==> src/rtl/wk_pkg.sv <==
package wk_pkg;

    typedef enum logic {
        WK_SLEEP = 1'b0,
        WK_RUN   = 1'b1
    } wk_state_e;

    localparam int WK_CNT_W_DEF  = 10;
    localparam int WK_DIV_DEF    = 122070;
    localparam int WK_DATA_W_DEF = 8;

    function automatic int wk_width(input int n);
        return (n > 1) ? $clog2(n) : 1;
    endfunction

endpackage

==> src/rtl/wk_prescale.sv <==
module wk_prescale #(
    parameter int DIV = wk_pkg::WK_DIV_DEF
) (
    input  logic clk,
    input  logic rst,
    input  logic run,
    input  logic restart,
    output logic tick
);
    localparam int PW = wk_pkg::wk_width(DIV);
    localparam logic [PW-1:0] LAST = PW'(DIV - 1);

    logic [PW-1:0] pre_q;

    generate
        if (DIV == 1) begin : g_direct
            assign pre_q = '0;
            assign tick  = run && !restart;
        end else begin : g_div
            always_ff @(posedge clk) begin
                if (rst || restart || !run) begin
                    pre_q <= '0;
                end else if (pre_q == LAST) begin
                    pre_q <= '0;
                end else begin
                    pre_q <= pre_q + 1'b1;
                end
            end
            assign tick = run && !restart && (pre_q == LAST);
        end
    endgenerate


    pre_range_chk: assert property (@(posedge clk) disable iff (rst)
        pre_q <= LAST);


    idle_hold_chk: assert property (@(posedge clk) disable iff (rst)
        (!run && !restart) |=> (pre_q == '0));

endmodule

==> src/rtl/wk_downcnt.sv <==
module wk_downcnt
    import wk_pkg::*;
#(
    parameter int W = wk_pkg::WK_CNT_W_DEF
) (
    input  logic         clk,
    input  logic         rst,
    input  logic         load,
    input  logic         tick,
    output logic [W-1:0] count,
    output wk_state_e    state
);
    localparam logic [W-1:0] FULL = '1;
    localparam logic [W-1:0] ONE  = W'(1);

    always_ff @(posedge clk) begin
        if (rst) begin
            count <= '0;
            state <= WK_SLEEP;
        end else if (load) begin
            count <= FULL;
            state <= WK_RUN;
        end else if (state == WK_RUN && tick) begin
            count <= count - 1'b1;
            if (count == ONE) begin
                state <= WK_SLEEP;
            end
        end
    end


    reload_chk: assert property (@(posedge clk) disable iff (rst)
        load |=> (count == FULL && state == WK_RUN));


    count_step_chk: assert property (@(posedge clk) disable iff (rst)
        (!load && state == WK_RUN && tick) |=> (count == $past(count) - 1'b1));


    sleep_still_chk: assert property (@(posedge clk) disable iff (rst)
        (state == WK_SLEEP && !load) |=> (count == '0 && $stable(count)));


    expire_zero_chk: assert property (@(posedge clk) disable iff (rst)
        (state == WK_RUN && $past(state) == WK_RUN && $past(!load)) |-> (count != '0));

endmodule

==> src/rtl/wk_gate.sv <==
module wk_gate #(
    parameter int DW = wk_pkg::WK_DATA_W_DEF
) (
    input  logic          clk,
    input  logic          rst,
    input  logic          awake,
    input  logic [DW-1:0] din,
    output logic [DW-1:0] dout
);
    always_comb begin
        dout = awake ? din : '0;
    end


    sleep_quiet_chk: assert property (@(posedge clk) disable iff (rst)
        !awake |-> (dout == '0));

endmodule

==> src/rtl/wk_standby_ctrl.sv <==
module wk_standby_ctrl
    import wk_pkg::*;
#(
    parameter int CNT_W   = wk_pkg::WK_CNT_W_DEF,
    parameter int OSC_DIV = wk_pkg::WK_DIV_DEF,
    parameter int DATA_W  = wk_pkg::WK_DATA_W_DEF
) (
    input  logic              clk,
    input  logic              rst,
    input  logic              trig_i,
    input  logic [DATA_W-1:0] data_i,
    output logic              awake_o,
    output logic [CNT_W-1:0]  count_o,
    output logic [DATA_W-1:0] data_o
);
    wk_state_e st;
    logic      tick;
    logic      run;

    assign run     = (st == WK_RUN);
    assign awake_o = run;

    wk_prescale #(.DIV(OSC_DIV)) i_pre (
        .clk     (clk),
        .rst     (rst),
        .run     (run),
        .restart (trig_i),
        .tick    (tick)
    );

    wk_downcnt #(.W(CNT_W)) i_cnt (
        .clk   (clk),
        .rst   (rst),
        .load  (trig_i),
        .tick  (tick),
        .count (count_o),
        .state (st)
    );

    wk_gate #(.DW(DATA_W)) i_gate (
        .clk   (clk),
        .rst   (rst),
        .awake (awake_o),
        .din   (data_i),
        .dout  (data_o)
    );


    wake_rise_chk: assert property (@(posedge clk) disable iff (rst)
        trig_i |=> awake_o);


    fall_at_zero_chk: assert property (@(posedge clk) disable iff (rst)
        $fell(awake_o) |-> (count_o == '0));


    reset_sleep_chk: assert property (@(posedge clk)
        rst |=> (!awake_o && count_o == '0));

endmodule

==> config.mk <==
export PLATFORM = sky130hd
export DESIGN_NAME = wk_standby_ctrl
export DESIGN_NICKNAME = d
export VERILOG_FILES = /design/src/rtl/wk_pkg.sv /design/src/rtl/wk_prescale.sv /design/src/rtl/wk_downcnt.sv /design/src/rtl/wk_gate.sv /design/src/rtl/wk_standby_ctrl.sv
export SDC_FILE = /design/constraint.sdc
export NUM_CORES = 1
export LEC_CHECK = 0
export BUFFER_PORTS_ARGS = -buffer_cell sky130_fd_sc_hd__buf_2
export CORE_MARGIN = 4
export CORE_UTILIZATION = 30
export CTS_BUF_LIST = sky130_fd_sc_hd__clkbuf_4
export CTS_CLUSTER_SIZE = 16
export DETAILED_ROUTE_END_ITERATION = 10
export PLACE_DENSITY = 0.59
export SYNTH_ARGS = -nofsm -noshare
export SYNTH_HDL_FRONTEND = slang
export SYNTH_HIERARCHICAL = 1
export SYNTH_SLANG_ARGS = --single-unit
export TNS_END_PERCENT = 30
==> constraint.sdc <==
create_clock -name clk -period 2.3 [get_ports clk]
set_input_delay 0.115 -clock clk [delete_from_list [all_inputs] [get_ports clk]]
set_output_delay 0.115 -clock clk [all_outputs]
set_load 0.005 [all_outputs]
==> results of run 1 <==
## registers in the layout (all words and copies together), names as in the netlist
register,flops
i_cnt/count,10
i_pre/pre_q,17
i_cnt/state,1
## logic make-up after synthesis
logic type	after synthesis
AOI/OAI and AO/OA	21
xor gates and xnor gates	15
adders and majority gates	4
buffers and inverters	9
DFF	28
and+or+nand+nor	83
## cells in the final DEF, fill, tap and decap left out, types with 2 or more instances in the layout
| cell type | Yosys | routed |
|---|---|---|
| a21oi_1 | 4 | 4 |
| a31oi_1 | 8 | 8 |
| and2_1 | 8 | 8 |
| and3_1 | 2 | 2 |
| and4_1 | 5 | 5 |
| buf_2 | 1 | 29 |
| buf_4 | 2 | 8 |
| clkbuf_4 | 0 | 3 |
| clkinv_1 | 1 | 2 |
| dfxtp_1 | 28 | 28 |
| ha_1 | 4 | 4 |
| inv_1 | 4 | 4 |
| nand2_1 | 8 | 8 |
| nand3_1 | 5 | 5 |
| nand4_1 | 8 | 8 |
| nor2_1 | 21 | 20 |
| nor3_1 | 2 | 2 |
| nor4_1 | 2 | 2 |
| o21ai_0 | 5 | 5 |
| o31ai_1 | 4 | 4 |
| or2_2 | 3 | 3 |
| or3_1 | 3 | 3 |
| or3_2 | 2 | 2 |
| or4_1 | 5 | 5 |
| xnor2_1 | 9 | 9 |
| xor2_1 | 6 | 6 |
## critical path: stages (launching register included)
cell and delay, ns:
dfxtp_1 0.35, inv_1 0.06, ha_1 0.12, nor4b_2 0.19, nand4_1 0.19, nor2_2 0.17, nand3b_1 0.20, or4_1 0.55
and4_1 0.18
## power groups by stage
stage	clock [µW]	combinational [µW]	sequential, µW
after floorplan	0	44.3	527
final	204	88.5	516
after CTS	219	89.5	516
after global placement	0	88.6	527
after global routing	243	101	520
after detailed placement	0	89.4	526
## area by class of cell
type | instances | area, µm²
clock inverters | 1 | 3.75
well taps | 52 | 65.1
multi-input cells | 123 | 802
repair buffers | 37 | 205
fillers | 483 | 2770
inverters | 5 | 18.8
clock buffers | 3 | 22.5
flip-flops and latches | 28 | 561
## path summary, 6_finish.rpt
path | to | slack (ns) | cells past startpoint
setup / recovery | i_cnt/count[9] | 0.22 | 8
hold / removal | i_cnt/count[0] | 0.10 | 2
setup reg to reg | i_cnt/count[9] | 0.22 | 8
hold reg to reg | i_pre/pre_q[15] | 0.52 | 2
## per-layer routing
metal | vias to the layer above | wire length [µm]
met5 | - | 0
met4 | 0 | 10
met3 | 2 | 224
met2 | 37 | 1280
met1 | 607 | 1450
li1 | 653 | -
## per-stage QoR
step	instances	hold WS, ns	cell area, µm²
6_report	249	0.100	1680
5_1_grt	249	0.0803	1680
4_1_cts	249	0.0769	1670
3_5_place_dp	245	0.456	1640
3_3_place_gp	245	0.453	1640
2_1_floorplan	160	0.346	1400
==> flow_metrics.py, run 1 <==
metrics = {
    "status": {
        "status": "finished, final reports clean",
    },
    "timing": {
        "fin_skew_ns": 0.0118,
        "relSlewSlack": 0.629,
        "fin_crit_sh": 0.903,
        "finalCriticalPeriod_ns": 2.08,
        "fmax_mhz": 482,
        "grt_setup_unrepaired": "no",
        "setup_slack_ns": 0.224,
        "finalSetupTns_ns": 0,
        "hold_viol": 0,
        "drv_slew": 0,
        "setup_violations": 0,
        "max_slew.worst_pin.slew_ns": 0.555,
    },
    "clock_network": {
        "cts_resized": 0,
        "cts_buffers": 3,
        "path_clk_slew_ns": 0.15,
        "clockBufferDepth": 2,
        "clk_latency_ns": 0.33,
        "cts_hold_buffers": 0,
        "cts_tree": "done",
        "clk_root_buffer_cell": "clkbuf_4",
        "clock_sinks": 28,
        "cts_setup_buffers": 0,
        "htree_levels": 1,
    },
    "pwr": {
        "swShare": 0.249,
        "p_clk_frac": 0.253,
        "p_int_uw": 607,
        "p_leak_uw": 0.000622,
        "p_total_uw": 809,
        "seqPwrFrac": 0.638,
        "ir_worst_vdd_mv": 0.350,
        "pwr-share-comb": 0.109,
        "p_per_area_nw_per_um2": 482,
        "switching_power_uw": 202,
    },
    "placement": {
        "dp_slack_ns": 0.147,
        "hpwl_um": 2210,
        "port_buffers": 29,
        "place_congestion": 0.790,
    },
    "global_route": {
        "overflow": 0,
        "grt_max_degree": 18,
        "grtUsageMet3": 0.0414,
        "grt_first_pass_wirelength_um": 5300,
        "antenna_found_initial": 0,
        "track_usage": 0.106,
        "use_met1": 0.137,
        "grt_busiest_layer": "met2",
        "first_global_vias": 1184,
        "use_met2": 0.171,
    },
    "route": {
        "drc": 0,
        "postRouteAntennaNets": 0,
        "num_vias": 1299,
        "wl_per_cell_um": 11.9,
        "viasPerCell": 5.22,
        "wirelength_um": 2960,
        "drt_iter0_drc": 91,
        "drt-pass1-iter-count": 4,
    },
    "logic_synthesis": {
        "netlist_area_um2": 1400,
        "yosys.area_share.simple": 0.349,
        "yosysMostFrequentCell": "dfxtp_1",
        "ys_top_cells_by_area": "dfxtp_1 (40%), nor2_1 (5.6%), xnor2_1 (5.6%), xor2_1 (3.8%), a31oi_1 (3.6%)",
        "syn_nets": 175,
        "synthAdderAreaFrac": 0.0358,
        "syn-instance-count": 160,
        "synth-xor-area-share": 0.0941,
        "synth_top_family_by_area": "simple AND/OR/NAND/NOR gates",
        "synth_area_per_cell_um2": 8.73,
        "yosysUniqueCellTypes": 35,
        "synth_top_area_cell": "dfxtp_1",
        "synth-compound-area-share": 0.0896,
        "synth_ff_type": "dfxtp_1",
        "synth_common_cells": "dfxtp_1 (28), nor2_1 (21), xnor2_1 (9)",
        "synthMuxAreaShare": 0,
        "ys_warn_count": 6,
        "ys_ff_latch": 28,
        "yosysSeqAreaShare": 0.401,
        "synthArstFlopShare": 0,
        "synth_edf_count": 0,
        "synth.top_cell.area_share": 0.401,
    },
    "job": {
        "max_cap_violations": 0,
    },
    "final_layout": {
        "diodes": 0,
        "drive_above_1_share": 0.249,
        "area_growth_pct": 20.2,
        "nets": 213,
        "final_core_util": 0.378,
    },
    "die": {
        "start_util": 0.314,
        "coreArea_um2": 4440,
        "num_io_pins": 30,
        "num_rows": 24,
        "die_y_um": 76.2,
        "die_w_um": 76.2,
        "die-area_um2": 5810,
    },
    "worst_hold_path": {
        "holdCritStartpoint": "rst",
        "hold_class": "in2reg",
    },
    "critical_path": {
        "r2r-start": "i_pre/pre_q[1]",
        "crit_start": "i_pre/pre_q[1]",
        "crit_type": "reg2reg",
        "critPathMaxFanout": 7,
        "worst_setup_path_start_kind": "register",
        "critPathArrivalTime_ns": 2.32,
        "required_ns": 2.55,
        "worstSetupEndpointType": "register",
    },
}
No activity file was read; power rests on OpenSTA's default activity.
==> run 2, diff against run 1 <==
Settings changed: ABC_AREA from default to 1, CELL_PAD_IN_SITES_DETAIL_PLACEMENT from default to 1, CELL_PAD_IN_SITES_GLOBAL_PLACEMENT from default to 1, PLACE_DENSITY 0.59 to 0.75.
==> run 2 against run 1 <==
Net effect: power increased by 2.5%; clock power decreased by 2%; cell count increased by 49%; sequential power about the same; clock skew decreased by 0.0092 ns; flip-flop and latch count unchanged; critical path type unchanged; largest power group unchanged.
==> flow_metrics.py, run 2 <==
metrics = {
    "logic_synthesis": {
        "synth_top_area_cell": "dfxtp_1",
        "synthAdderAreaFrac": 0.0300,
        "synth_ff_type": "dfxtp_1",
        "netlist_area_um2": 1670,
        "ys_warn_count": 6,
        "synthMuxAreaShare": 0,
        "yosysSeqAreaShare": 0.336,
        "yosysMostFrequentCell": "nand2_1",
        "synth_common_cells": "nand2_1 (85), inv_1 (44), nor2_1 (44)",
        "yosysUniqueCellTypes": 28,
        "synth.top_cell.area_share": 0.336,
        "ys_top_cells_by_area": "dfxtp_1 (34%), nand2_1 (19%), inv_1 (9.9%), nor2_1 (9.9%), nand3_1 (4.5%)",
        "synth_edf_count": 0,
        "ys_ff_latch": 28,
        "synth-xor-area-share": 0.0157,
        "synthArstFlopShare": 0,
        "syn-instance-count": 272,
        "syn_nets": 287,
        "synth-compound-area-share": 0.0645,
        "yosys.area_share.simple": 0.432,
        "synth_top_family_by_area": "simple AND/OR/NAND/NOR gates",
        "synth_area_per_cell_um2": 6.14,
    },
    "job": {
        "max_cap_violations": 0,
    },
    "placement": {
        "port_buffers": 29,
        "place_congestion": 0.798,
        "hpwl_um": 3410,
    },
    "final_layout": {
        "largest_reg_flops": 17,
        "drive_above_1_share": 0.162,
        "top_register": "i_pre/pre_q",
        "area_growth_pct": 14.5,
        "fill_cells": 729,
        "layout_common_cells": "nand2_1 (85), inv_1 (44), nor2_1 (44), buf_2 (29), dfxtp_1 (28)",
        "multiInputGateArea_um2": 905,
        "regArea_um2": 561,
        "diodes": 0,
        "nets": 319,
        "final_common_cell": "nand2_1",
        "top_regs": "i_pre/pre_q (17), i_cnt/count (10), i_cnt/state (1)",
    },
    "critical_path": {
        "worstSetupEndpointType": "register",
        "critPathArrivalTime_ns": 2.18,
        "rrSetupSlack_ns": 0.36,
        "worst_setup_path_start_kind": "register",
        "required_ns": 2.54,
        "reg2regPathDepth": 12,
        "r2r-start": "i_pre/pre_q[0]",
        "critPathMaxStageDelay_ns": 0.43,
        "cp_cell_sequence": "ha_1 -> nand4_1 -> nor2_1 -> nand2_1 -> nor2_1 -> nand3_2 -> nor2_4 -> nand3_1 -> nand2_1 -> nand3_1 -> nand2_1 -> inv_1",
        "crit_slowest_cell": "dfxtp_1",
        "crit_type": "reg2reg",
        "critPathMaxFanout": 5,
        "cp_common_cell": "nand2_1",
        "timing.rr.end": "i_cnt/count[6]",
    },
    "timing": {
        "whs_ns": 0.0758,
        "fmax_mhz": 515,
        "grt_setup_unrepaired": "no",
        "drv_slew": 0,
        "fin_skew_ns": 0.00253,
        "max_slew.worst_pin.slew_ns": 0.302,
        "finalCriticalPeriod_ns": 1.94,
        "relSlewSlack": 0.797,
        "hold_viol": 0,
        "fin_crit_sh": 0.845,
        "finalSetupTns_ns": 0,
        "setup_violations": 0,
    },
    "pwr": {
        "p_per_area_nw_per_um2": 434,
        "p_leak_uw": 0.000861,
        "p_total_uw": 829,
        "ir_worst_vdd_mv": 0.322,
    },
    "clock_network": {
        "clk_root_buffer_cell": "clkbuf_4",
        "clockBufferDepth": 2,
        "cts_hold_buffers": 0,
        "cts_buffers": 3,
        "cts_tree": "done",
        "htree_levels": 1,
        "cts_setup_buffers": 0,
        "clk_latency_ns": 0.31,
        "clock_sinks": 28,
        "cts_resized": 0,
        "path_clk_slew_ns": 0.15,
    },
    "global_route": {
        "overflow": 0,
        "first_global_vias": 1635,
        "grt_max_degree": 17,
        "track_usage": 0.134,
        "antenna_found_initial": 0,
        "grt_first_pass_wirelength_um": 7250,
    },
    "status": {
        "status": "finished, final reports clean",
    },
    "route": {
        "wirelength_um": 4200,
        "drc": 0,
        "postRouteAntennaNets": 0,
        "wl_per_cell_um": 11.3,
        "drt_iter0_drc": 59,
        "drt-pass1-iter-count": 4,
        "num_vias": 1682,
        "viasPerCell": 4.52,
    },
    "worst_hold_path": {
        "hold_class": "in2reg",
        "worstHoldEndpoint": "i_cnt/count[5]",
        "holdCritStartpoint": "rst",
        "holdPathStages": 2,
    },
    "die": {
        "num_rows": 26,
        "start_util": 0.319,
        "coreArea_um2": 5240,
        "die_w_um": 82.6,
        "die_y_um": 82.6,
        "die-area_um2": 6820,
        "num_io_pins": 30,
    },
}
## run 2: worst max-delay path by stage
stage | startpoint | end | slack, ns | cells after the start
2_1_floorplan | i_pre/pre_q[0] | i_cnt/count[6] | 0.63 | 12
3_3_place_gp | i_pre/pre_q[0] | i_cnt/count[9] | 0.47 | 12
3_5_place_dp | i_pre/pre_q[0] | i_cnt/count[6] | 0.36 | 12
4_1_cts | i_pre/pre_q[0] | i_cnt/count[6] | 0.35 | 12
5_1_grt | i_pre/pre_q[0] | i_cnt/count[6] | 0.07 | 12
6_report | i_pre/pre_q[0] | i_cnt/count[6] | 0.36 | 12
## run 2: kinds of logic after synthesis
family | Yosys count
XOR/XNOR | 3
adder cells (fa/ha/maj) | 4
AND/OR/NAND/NOR | 166
AO/OA/AOI/OAI | 20
buffers and inverters | 51
flip-flops | 28
## run 2: power by group
| group | internal [µW] | switching (µW) |
|---|---|---|
| clock | 61.2 | 139 |
| combinational | 45.8 | 69.3 |
| sequential | 501 | 12.9 |
| total | 608 | 221 |
## run 2: worst max-delay path: cells and delay by family (launching register included)
family	cells	cell delay, ns
DFF	1	0.43
and+or+nand+nor	10	1.21
adders and majority gates	1	0.19
buffers and inverters	1	0.03
## run 2: layout make-up
class | instances | area share
repair buffers | 31 | 0.0838
inverters | 47 | 0.0923
well taps | 70 | 0.0458
clock buffers | 3 | 0.0118
multi-input cells | 193 | 0.473
flip-flops and latches | 28 | 0.293
## run 2: routing by layer
metal / GRT usage / part of all wire / up-vias
met5: 0 / 0 / -
met4: 0.0343 / 0.0093 / 0
met3: 0.0260 / 0.054 / 2
met2: 0.226 / 0.43 / 25
met1: 0.176 / 0.51 / 763
li1: - / - / 892
## run 2: metrics by stage
| step | setup WS, ns | util | cells | instance area (µm²) |
|---|---|---|---|---|
| after floorplan | 0.630 | - | 272 | 1670 |
| after global placement | 0.474 | 0.361 | 369 | 1890 |
| after detailed placement | 0.359 | 0.361 | 369 | 1890 |
| after CTS | 0.345 | 0.365 | 372 | 1910 |
| after global routing | 0.0732 | 0.365 | 372 | 1910 |
| final | 0.357 | 0.365 | 372 | 1910 |
==> run 3, diff against run 2 <==
Clock period 2.3 ns to 2 ns, I/O delays scaled along.
==> run 3 against run 2 <==
Net effect: first-iteration DRC count shrank 1.7%; clock skew grew 0.0011 ns; global-route usage grew 0.53 points; largest power group unchanged; sequential share of layout area shrank 0.62 points; fmax grew 8.2%; critical endpoint unchanged; non-clock buffer count grew 4; utilization grew 0.79 points.
==> flow_metrics.py, run 3 (same netlist as run 2, synthesis figures left out) <==
metrics = {
    "clock_network": {
        "clock_sinks": 28,
        "clk_latency_ns": 0.34,
        "cts_tree": "done",
        "path_clk_slew_ns": 0.16,
        "cts_hold_buffers": 0,
        "clockBufferDepth": 2,
        "htree_levels": 1,
        "cts_buffers": 3,
        "clk_root_buffer_cell": "clkbuf_4",
        "cts_setup_buffers": 0,
    },
    "timing": {
        "fmax_mhz": 557,
        "hold_viol": 0,
        "fin_skew_ns": 0.00360,
        "fin_crit_sh": 0.898,
        "grt_setup_unrepaired": "no",
        "max_slew.worst_pin.slew_ns": 0.310,
        "setup_violations": 0,
        "finalSetupTns_ns": 0,
        "relSlewSlack": 0.792,
        "drv_slew": 0,
        "finalCriticalPeriod_ns": 1.80,
    },
    "final_layout": {
        "top_regs": "i_pre/pre_q (17), i_cnt/count (10), i_cnt/state (1)",
        "fill_cells": 734,
        "area_growth_pct": 17.0,
        "final_common_cell": "nand2_1",
        "finalNonFillerCells": 377,
        "nets": 323,
        "drive_above_1_share": 0.176,
        "top_register": "i_pre/pre_q",
        "diodes": 0,
        "layout_common_cells": "nand2_1 (85), inv_1 (44), nor2_1 (43), buf_2 (29), dfxtp_1 (28)",
        "largest_reg_flops": 17,
    },
    "global_route": {
        "overflow": 0,
        "antenna_found_initial": 0,
        "use_met1": 0.177,
        "grt_first_pass_wirelength_um": 7310,
        "first_global_vias": 1704,
        "grt_max_degree": 17,
        "grtUsageMet3": 0.0195,
        "grt_busiest_layer": "met2",
        "use_met2": 0.236,
        "track_usage": 0.140,
    },
    "route": {
        "drc": 0,
        "wirelength_um": 4430,
        "wl_per_cell_um": 11.8,
        "drt-pass1-iter-count": 4,
        "viasPerCell": 4.56,
        "postRouteAntennaNets": 0,
        "num_vias": 1721,
        "drt_iter0_drc": 58,
    },
    "critical_path": {
        "worstSetupPathDepth": 13,
        "crit_family": "simple AND/OR/NAND/NOR gates",
        "critPathMaxStageDelay_ns": 0.42,
        "cp_common_cell": "nand2_1",
        "crit_slowest_cell": "dfxtp_1",
        "r2r-start": "i_pre/pre_q[4]",
        "critPathArrivalTime_ns": 2.05,
        "worst_setup_path_start_kind": "register",
        "cp_cell_sequence": "inv_1 -> nor2_1 -> nand2_1 -> nor2_1 -> nand2_1 -> nor2_4 -> nand3_2 -> nor2_4 -> nand3_1 -> nand2_1 -> nand3_1 -> nand2_1 -> inv_1",
        "endpoint": "i_cnt/count[6]",
        "timing.rr.end": "i_cnt/count[6]",
        "crit_type": "reg2reg",
        "crit_start": "i_pre/pre_q[4]",
        "reg2regPathDepth": 13,
        "worstSetupEndpointType": "register",
        "worst-path-buf-inv": 2,
        "required_ns": 2.26,
        "critPathMaxFanout": 5,
        "rrSetupSlack_ns": 0.20,
    },
    "die": {
        "num_rows": 26,
        "start_util": 0.319,
        "die_w_um": 82.6,
        "die_y_um": 82.6,
        "num_io_pins": 30,
        "coreArea_um2": 5240,
        "die-area_um2": 6820,
    },
    "placement": {
        "placed_cells": 373,
        "hpwl_um": 3580,
        "port_buffers": 29,
        "place_congestion": 0.796,
    },
    "pwr": {
        "p_leak_uw": 0.000884,
        "p_per_area_nw_per_um2": 501,
        "p_int_uw": 703,
        "p_clk_frac": 0.258,
        "seqPwrFrac": 0.602,
        "ir_worst_vdd_mv": 0.174,
        "swShare": 0.282,
        "pwr-share-comb": 0.140,
        "switching_power_uw": 276,
    },
    "status": {
        "status": "finished, final reports clean",
    },
    "job": {
        "max_cap_violations": 0,
    },
    "worst_hold_path": {
        "hold_class": "in2reg",
        "holdPathStages": 2,
    },
}
==> run 3: cell types whose count changed in the layout (fill, tap and decap cells not counted) <==
cell	previous run	this run
buf_4	2	6
nor2_1	44	43
nor2_4	2	3
clkinv_1	1	2
==> run 3: how the worst min path moves through the flow <==
stage | end | startpoint | slack, ns
global route | i_cnt/count[5] | rst | 0.003
finish | i_cnt/count[5] | rst | 0.04
floorplan | i_cnt/count[2] | trig_i | 0.27
global placement | i_cnt/count[5] | rst | 0.41
CTS | i_cnt/count[5] | rst | 0.01
detailed placement | i_cnt/count[5] | rst | 0.41
==> run 3: metal layers <==
| metal | vias to the layer above | routed length [µm] |
|---|---|---|
| met1 | 802 | 2170 |
| met4 | 0 | 38 |
| met2 | 22 | 2020 |
| li1 | 895 | - |
| met3 | 2 | 201 |
| met5 | - | 0 |
==> run 3: metrics by stage <==
stage | hold WS, ns | total power (µW) | cell area (µm²) | utilization | worst slack [ns]
floorplan | 0.267 | 682 | 1670 | - | 0.330
global placement | 0.407 | 735 | 1920 | 0.366 | 0.150
detailed placement | 0.410 | 740 | 1920 | 0.366 | 0.100
CTS | 0.0140 | 998 | 1950 | 0.371 | 0.0912
global route | 0.00302 | 1040 | 1950 | 0.373 | 0.00352
finish | 0.0408 | 979 | 1950 | 0.373 | 0.205
==> run 3: power by group through the flow <==
stage	clock network, µW	logic (µW)	registers, µW
floorplan	0	78.3	604
global route	291	158	593
finish	253	137	589
detailed placement	0	138	602
CTS	269	139	590
global placement	0	133	602
==> run 3: layout make-up <==
cell class | instances | area, µm² | area share
multi-input cells | 193 | 912 | 0.467
flip-flops and latches | 28 | 561 | 0.287
repair buffers | 35 | 190 | 0.0974
inverters | 47 | 176 | 0.0903
well taps | 70 | 87.6 | 0.0448
clock buffers | 3 | 22.5 | 0.0115
clock inverters | 1 | 3.75 | 0.00192
==> run 3: repair_timing <==
item / in CTS / in global routing
resized for setup: 0 / 2
endpoints found under the setup margin: 0 / 5
endpoints found under the hold margin: 0 / 0
